`config.mk`:
```
export PLATFORM = sky130hd
export DESIGN_NAME = async_tx_fmt
export DESIGN_NICKNAME = d
export VERILOG_FILES = /design/src/rtl/async_tx_pkg.sv /design/src/rtl/tx_bit_timer.sv /design/src/rtl/tx_parity_calc.sv /design/src/rtl/async_tx_fmt.sv
export SDC_FILE = /design/constraint.sdc
export NUM_CORES = 1
export LEC_CHECK = 0
export BUFFER_PORTS_ARGS = -buffer_cell sky130_fd_sc_hd__buf_2
export CAP_MARGIN = 30
export CORE_AREA = 2 2 59 61
export CTS_BUF_LIST = sky130_fd_sc_hd__clkbuf_8
export CTS_CLUSTER_SIZE = 14
export DETAILED_ROUTE_END_ITERATION = 10
export DIE_AREA = 0 0 61 63
export PLACE_DENSITY = 0.69
export SETUP_SLACK_MARGIN = 0.05
export SLEW_MARGIN = 20
export SYNTH_ARGS = -nofsm -noshare
export SYNTH_HDL_FRONTEND = slang
export SYNTH_SLANG_ARGS = --single-unit
```
`constraint.sdc`:
```
create_clock -name clk -period 2.7 [get_ports clk]
set_clock_uncertainty 0.15 [all_clocks]
set_input_delay 0.54 -clock clk [delete_from_list [all_inputs] [get_ports clk]]
set_output_delay 0.54 -clock clk [all_outputs]
set_load 0.005 [all_outputs]
```
`src/rtl/async_tx_pkg.sv`:
```
package async_tx_pkg;

    localparam int CFG_W    = 6;
    localparam int WORD_MAX = 8;
    localparam int WORD_MIN = 5;
    localparam int IDX_W    = $clog2(WORD_MAX);

    typedef enum logic [2:0] {
        ST_IDLE,
        ST_START,
        ST_DATA,
        ST_PAR,
        ST_STOP
    } tx_state_e;

    typedef enum logic [1:0] {
        STOP_ONE,
        STOP_HALF,
        STOP_TWO
    } stop_len_e;

    typedef struct packed {
        logic [1:0] len_code;
        logic       par_en;
        logic       par_even;
        logic       par_force;
        stop_len_e  stop_len;
    } frame_fmt_t;

    function automatic frame_fmt_t decode_fmt(input logic [CFG_W-1:0] cfg);
        frame_fmt_t f;
        f.len_code  = cfg[1:0];
        f.par_en    = cfg[3];
        f.par_even  = cfg[4];
        f.par_force = cfg[5];
        if (!cfg[2])
            f.stop_len = STOP_ONE;
        else if (cfg[1:0] == 2'b00)
            f.stop_len = STOP_HALF;
        else
            f.stop_len = STOP_TWO;
        return f;
    endfunction

    function automatic logic [IDX_W-1:0] last_index(input logic [1:0] len_code);
        return IDX_W'(WORD_MIN - 1) + IDX_W'(len_code);
    endfunction

endpackage

```
`src/rtl/tx_bit_timer.sv`:
```
module tx_bit_timer #(
    parameter int CNT_W = 5
) (
    input  logic             clk,
    input  logic             rst,
    input  logic             run,
    input  logic             tick,
    input  logic [CNT_W-1:0] last_cnt,
    output logic             bit_done
);

    logic [CNT_W-1:0] cnt;

    assign bit_done = run && tick && (cnt == last_cnt);

    always_ff @(posedge clk) begin
        if (rst || !run || bit_done)
            cnt <= '0;
        else if (tick)
            cnt <= cnt + 1'b1;
    end

    // the tick count never runs past the programmed period length
    a_r8_cnt_in_range: assert property (@(posedge clk) disable iff (rst)
        run |-> (cnt <= last_cnt));

endmodule

```
`src/rtl/tx_parity_calc.sv`:
```
module tx_parity_calc
    import async_tx_pkg::*;
#(
    parameter int W = WORD_MAX
) (
    input  logic [W-1:0] data,
    input  frame_fmt_t   fmt,
    output logic         par_bit
);

    logic [W-1:0] masked;
    logic [IDX_W-1:0] top_idx;

    assign top_idx = last_index(fmt.len_code);

    always_comb begin
        for (int i = 0; i < W; i++)
            masked[i] = data[i] && (IDX_W'(i) <= top_idx);
    end

    always_comb begin
        if (fmt.par_force)
            par_bit = ~fmt.par_even;
        else if (fmt.par_even)
            par_bit = ^masked;
        else
            par_bit = ~^masked;
    end

endmodule

```
`src/rtl/async_tx_fmt.sv`:
```
module async_tx_fmt
    import async_tx_pkg::*;
#(
    parameter int OS_RATE = 16
) (
    input  logic                clk,
    input  logic                rst,
    input  logic                os_tick,
    input  logic [CFG_W-1:0]    fmt_cfg,
    input  logic [WORD_MAX-1:0] tx_data,
    input  logic                tx_valid,
    output logic                tx_ready,
    output logic                txd,
    output logic                tx_empty
);

    localparam int CNT_W = $clog2(2 * OS_RATE);
    localparam logic [CNT_W-1:0] LAST_BIT  = CNT_W'(OS_RATE - 1);
    localparam logic [CNT_W-1:0] LAST_HALF = CNT_W'(OS_RATE + OS_RATE / 2 - 1);
    localparam logic [CNT_W-1:0] LAST_TWO  = CNT_W'(2 * OS_RATE - 1);

    tx_state_e          state;
    frame_fmt_t         fmt_q;
    frame_fmt_t         fmt_in;
    logic [WORD_MAX-1:0] shreg;
    logic [IDX_W-1:0]   bit_idx;
    logic               par_q;
    logic               par_in;
    logic               accept;
    logic               bit_done;
    logic [CNT_W-1:0]   period_last;

    assign fmt_in   = decode_fmt(fmt_cfg);
    assign accept   = tx_valid && (state == ST_IDLE);
    assign tx_ready = (state == ST_IDLE);
    assign tx_empty = (state == ST_IDLE);

    tx_parity_calc #(.W(WORD_MAX)) par_i (
        .data    (tx_data),
        .fmt     (fmt_in),
        .par_bit (par_in)
    );

    always_comb begin
        period_last = LAST_BIT;
        if (state == ST_STOP) begin
            case (fmt_q.stop_len)
                STOP_HALF: period_last = LAST_HALF;
                STOP_TWO:  period_last = LAST_TWO;
                default:   period_last = LAST_BIT;
            endcase
        end
    end

    tx_bit_timer #(.CNT_W(CNT_W)) timer_i (
        .clk      (clk),
        .rst      (rst),
        .run      (state != ST_IDLE),
        .tick     (os_tick),
        .last_cnt (period_last),
        .bit_done (bit_done)
    );

    always_ff @(posedge clk) begin
        if (rst) begin
            state   <= ST_IDLE;
            fmt_q   <= decode_fmt('0);
            shreg   <= '0;
            bit_idx <= '0;
            par_q   <= 1'b0;
        end else begin
            case (state)
                ST_IDLE: if (accept) begin
                    state <= ST_START;
                    fmt_q <= fmt_in;
                    shreg <= tx_data;
                    par_q <= par_in;
                end
                ST_START: if (bit_done) begin
                    state   <= ST_DATA;
                    bit_idx <= '0;
                end
                ST_DATA: if (bit_done) begin
                    shreg   <= shreg >> 1;
                    bit_idx <= bit_idx + 1'b1;
                    if (bit_idx == last_index(fmt_q.len_code))
                        state <= fmt_q.par_en ? ST_PAR : ST_STOP;
                end
                ST_PAR:  if (bit_done) state <= ST_STOP;
                ST_STOP: if (bit_done) state <= ST_IDLE;
                default: state <= ST_IDLE;
            endcase
        end
    end

    always_comb begin
        case (state)
            ST_START: txd = 1'b0;
            ST_DATA:  txd = shreg[0];
            ST_PAR:   txd = par_q;
            default:  txd = 1'b1;
        endcase
    end

    // an idle transmitter keeps the line high
    a_r1_idle_line_high: assert property (@(posedge clk) disable iff (rst)
        tx_ready |-> txd);

    // acceptance makes the block busy on the next cycle
    a_r2_busy_after_accept: assert property (@(posedge clk) disable iff (rst)
        (tx_valid && tx_ready) |=> !tx_ready && !tx_empty);

    // the start bit follows acceptance immediately
    a_r3_start_low: assert property (@(posedge clk) disable iff (rst)
        (tx_valid && tx_ready) |=> !txd);

    // without a tick, a frame in progress holds its line level
    a_r4_hold_no_tick: assert property (@(posedge clk) disable iff (rst)
        (!os_tick && !tx_ready) |=> $stable(txd));

    // the frame ends only on a tick
    a_r10_end_on_tick: assert property (@(posedge clk) disable iff (rst)
        $rose(tx_empty) |-> $past(os_tick));

endmodule

```
After elaboration in Yosys (flattened, before gate mapping)
Cells that the tools add are included.
W data, S select, Z words.

storage, ports and cells
  bits in registers = 25
  bits in latches = 0
  memory bits (writable) = 0
  bits in read-only memories = 0
  input port bits = 18
  output and inout port bits = 3
  memories = 0

cells by class
  add/sub/neg operators = 4
  multipliers = 0
  div/mod/pow operators = 0
  order comparisons = 8
  eq/ne operators = 14
  shifts and indexed selects = 0
  mux-type cells = 20
  bitwise logic cells = 1
  reductions and logical operators = 25

operator list
  kind                   count
  $mux W3                8
  $mux W8                2
  $pmux W8 S2            1
  $pmux W3 S5            1
  $le A3 B3 Y1 const A   4
  $logic_and A1 B1 Y1    11
  $ne A2 B1 Y1 const B   5
  $pmux W5 S2            1
  $reduce_xnor A8 Y1     1
  $reduce_xor A8 Y1      1
  $add A3 B2 Y3 const A  2
  $eq A3 B2 Y1 const B   2
  $le A1 B3 Y1 const A   2
  $le A2 B3 Y1 const A   2
  $pmux W3 S2            1
  $reduce_and A3 Y1      2
  $reduce_and A6 Y1      1
  $add A5 B1 Y5 const B  1
  $eq A5 B5 Y1           1
  $mux W5                1
  $mux W2                2
  $reduce_bool A2 Y1     2
  $add A3 B1 Y3 const B  1
  $eq A3 B1 Y1 const B   1
  14 further kinds       16

Longest topological paths before layout
  depth in word-level cells = 7
  gate-level depth with buffers = 8

Hierarchy
A second synthesis with hierarchy kept.

second synthesis, totals
  cell total of the unflattened synthesis = 168
  area total of the unflattened synthesis = 1487.7 sq um

by module, submodules not included
  module          instances  cells each  area each (sq um)  sequential area each (sq um)
  async_tx_fmt    1          123         1036.0             400.4
  tx_bit_timer    1          29          300.3              100.1
  tx_parity_calc  1          16          151.4              0.0

Worst setup path after synthesis
OpenSTA, ideal clock, no wires.

  path kind = reg2reg
  start point = register fmt_q[1] (netlist bit)
  end point = register shreg[1]
  library setup time = 0.088 ns
  arrival = 2.021 ns
  data required time = 2.462 ns
  slack = 0.441 ns
  stages on the path, launching flop included = 9
  clock period less this slack = 2.259 ns
  path through = dfxtp_1 -> inv_1 -> ha_1 -> nor4b_4 -> xor2_2 -> o41ai_4 -> buf_6 -> nor2_1 -> a311oi_2

on the way
  cells in the longest elaborated chain, start to end = 7
  elaborated cells between the ends (all ways) = 8
  classes of those cells = 4 x eq/ne; 2 x mux; 2 x reduce/logical

RTL lines
  what                                                 RTL line            text
  start, declared                                      async_tx_fmt.sv:23  frame_fmt_t fmt_q;
  start signal, assigned                               async_tx_fmt.sv:67  fmt_q <= decode_fmt('0);
  start signal, assigned                               async_tx_fmt.sv:75  fmt_q <= fmt_in;
  $eq A2 B2 Y1 / $eq A2 B1 Y1 (equally long branches)  async_tx_fmt.sv:47  case (fmt_q.stop_len)
  $pmux W5 S2 (*)                                      async_tx_fmt.sv:47
  $mux W5 (*)                                          async_tx_fmt.sv:46  if (state == ST_STOP) begin
  $eq A5 B5 Y1 (*)                                     tx_bit_timer.sv:14  assign bit_done = run && tick && (cnt == last_cnt);
  $logic_and A1 B1 Y1 (*)                              tx_bit_timer.sv:14
  $ne A2 B1 Y1 (no line) (*)                           --
  $reduce_and A3 Y1 (no line) (*)                      --
  end signal, assigned                                 async_tx_fmt.sv:76  shreg <= tx_data;
  end signal, assigned                                 async_tx_fmt.sv:84  shreg <= shreg >> 1;
  end, declared                                        async_tx_fmt.sv:25  logic [WORD_MAX-1:0] shreg;

Mark *: on every way between the ends. The rest lies on a longest branch, timed or not.
A chain may end at the register's enable or synchronous reset.

Worst setup path in the final report
  start point = register fmt_q[1] (netlist bit)
  end point = register shreg[3]

Same word-level chain as after synthesis.

==> summary.txt <==
Routing
  – Final wirelength: 3270 µm
  – DR vias/cell: 5.46
  – Via Count: about 1300
  – 1st-pass router iterations: 4
  – DRC Markers: 0
  – Final ANT Viol Nets: 0
  – WL/cell: 13.5 µm
  – Detailed Route Iter0 Violations: 56

Synthesis
  – Unique cell type count in the Yosys netlist: 48
  – Mapped Cells: 182
  – Area share of the largest cell type after synthesis: 32.5%
  – Synth Flop Type: dfxtp_1
  – Post-Syn Area: 1540 µm²
  – Post-synth ARST share: 0%
  – Area leader, netlist: dfxtp_1
  – Most frequent cell after synthesis: dfxtp_1
  – Sequential area share after synthesis: between 30% and 40%
  – Synth warnings: 0
  – EDFF count, synth: 0
  – Top post-synthesis cells by area: dfxtp_1 33%, nor2_1 5.9%, xnor2_1 5.7%
  – Average size of a mapped cell: 8.45 µm²
  – Post-synth net total: 203
  – Commonest cells post-synth: 25 x dfxtp_1, 24 x nor2_1, 21 x nand2_1
  – Yosys reg bits: 25

Setup path
  – Critical path required time: 2.73 ns
  – Worst r2r dst: shreg[3]
  – Arrival @ worst endpoint: 2.47 ns
  – Critical Path Sink: shreg[3]
  – Worst Setup End Kind: flip-flop
  – FF-to-FF Start: fmt_q[1]
  – Reg2reg setup slack: 0.26 ns
  – Startpoint types: flip-flop
  – Critical-path maximum fanout: 15
  – Crit path from: fmt_q[1]
  – WS Path Type: reg -> reg
  – Register-to-Register Path Depth: 8

Clock tree
  – CTS tree: built
  – H-tree lvl count: 1
  – Clock Pin Slew Worst Setup and Hold Paths: 0.09 ns
  – CTS Buf Count: 3
  – CTS sink cnt: 25
  – Hold_buf cts: 0
  – CTS root buffer: clkbuf_8
  – Resize count post-CTS: 0
  – Max clock buf depth: 2
  – Clock Latency Late Sink: 0.27 ns
  – Setup Fix Bufs, Post-CTS: 0

Pwr
  – Switching Share: 36.6%
  – Internal power: 0.703 mW
  – Tot Pwr: 1.11 mW
  – Clk network pwr share: between 20 and 25%
  – IR drop worst, VDD: 0.294 mV
  – Sequential Power Share: 42.8%
  – Sw Pwr: 0.405 mW
  – Leak: 0.630 nW
  – Power Dens Cells: 654 nW/µm²
  – Logic pwr share: 37.0%

Global route
  – Global Route Usage Sum: roughly a fifth
  – GRT Residual Overflow: 0
  – Number of global-route vias before repair: 1291
  – Largest net degree at the start of global routing: 28
  – First-pass GRT wire length: 5820 µm
  – Antenna violations before repair: 0

Timing
  – Final worst slack: 0.256 ns
  – Final Max Tran Viols: 0
  – Fin Setup TNS: 0 ns
  – Worst Tran Pin Value: 0.596 ns
  – Fmax: 409 MHz
  – Rel. slew slack: 60.0%
  – Tmin final: 2.44 ns
  – RSZ-0062 raised after global routing: false
  – Final Setup Violations: 0
  – Final worst-path cycle share: 90.5%
  – Hold Vio Cnt, Final: 0

Die
  – Cell Rows: 21
  – Core ar.: 3230 µm²
  – Initial Util: 47.6%
  – I/O pin cnt: 21
  – Die area: 3840 µm²
  – Die height: 63 µm
  – Horiz. Die Dim: 61 µm

Finish
  – N_diodes: 0
  – Nets: between 200 and 250
  – Post-route core utilization: 52.4%
  – Area grow syn2layout: 10.2%
  – # fillers: 312
  – Share of cells above drive strength 1: between 10% and 20%

Place
  – Post-place setup slack: 0.284 ns
  – Final HPWL DP: 2520 µm
  – Port Buffers: 20
  – Routability-driven placement congestion ratio: 0.825

Job
  – Max Cap Viol: 0

Worst hold path
  – Worst Hold Class: reg -> reg

Status
  – Run status: completed
-- power by group through the flow --
stage | registers [mW] | clock network, mW | logic [mW]
floorplan | 0.455 | 0 | 0.344
global placement | 0.480 | 0 | 0.393
detailed placement | 0.481 | 0 | 0.409
CTS | 0.474 | 0.232 | 0.409
global route | 0.482 | 0.250 | 0.465
finish | 0.473 | 0.225 | 0.410
-- registers in the layout, summed over array words and instances (netlist names) --
register,flops
timer_i.cnt,5
shreg,8
state,3
bit_idx,3
par_q,1
fmt_q,5
-- worst min-delay path by stage --
| stage | startpoint | endpoint | slack (ns) | cells past startpoint |
|---|---|---|---|---|
| 2_1_floorplan | fmt_q[1] | fmt_q[1] | 0.28 | 2 |
| 3_3_place_gp | fmt_q[1] | fmt_q[1] | 0.29 | 2 |
| 3_5_place_dp | fmt_q[1] | fmt_q[1] | 0.30 | 2 |
| 4_1_cts | fmt_q[1] | fmt_q[1] | 0.31 | 2 |
| 5_1_grt | fmt_q[1] | fmt_q[1] | 0.35 | 2 |
| 6_report | fmt_q[1] | fmt_q[1] | 0.31 | 2 |
-- critical path, stage by stage (launching register included) --
cell      delay, ns
dfxtp_1        0.33
inv_1          0.04
ha_1           0.33
nor4b_4        0.31
xor2_2         0.21
o41ai_4        0.37
buf_4          0.25
nor2_1         0.08
a311oi_1       0.28
-- logic make-up after synthesis --
logic type                 synth area share [%]
and+or+nand+nor                            28.1
AOI/OAI and AO/OA                          18.3
DFF                                        32.5
buffers and inverters                      6.02
xor gates and xnor gates                   9.93
muxes                                      2.69
adders and majority gates                  2.44
-- metal layers --
metal | part of all wire [%] | wire length, µm | track usage, % | vias up
li1 | - | - | - | 681
met1 | 48 | 1560 | 26.9 | 614
met2 | 48 | 1570 | 32.3 | 23
met3 | 3.0 | 98 | 3.31 | 4
met5 | 0 | 0 | 0 | -
met4 | 1.1 | 36 | 4.08 | 0
-- area by class of cell --
type / count / area [µm²] / share of cell area, %
clock inverters: 1 / 5.00 / 0.295
multi-input cells: 139 / 945 / 55.8
repair buffers: 24 / 130 / 7.68
well taps: 46 / 57.6 / 3.40
clock buffers: 3 / 41.3 / 2.44
inverters: 4 / 15.0 / 0.886
flip-flops and latches: 25 / 500 / 29.5
-- layout by cell type, fill, tap and decap left out, types with 3 or more instances in the layout --
master,instances
o21ai_0,6
nand3_1,13
buf_4,4
nand4_1,3
dfxtp_1,25
nand4b_1,4
nor3_1,4
buf_2,20
xnor2_1,10
inv_1,4
a311oi_1,4
mux2i_1,3
a311oi_2,3
xor2_1,3
ha_1,3
nor2_1,24
nand2_1,21
clkbuf_8,3
a21oi_1,7
-- stage by stage --
step           cells  hold WS (ns)  area [µm²]
6_report         242         0.305        1690
5_1_grt          242         0.349        1690
4_1_cts          242         0.307        1690
3_5_place_dp     238         0.296        1650
3_3_place_gp     238         0.291        1650
2_1_floorplan    182         0.282        1540
Power figures use the tool's default switching activity.
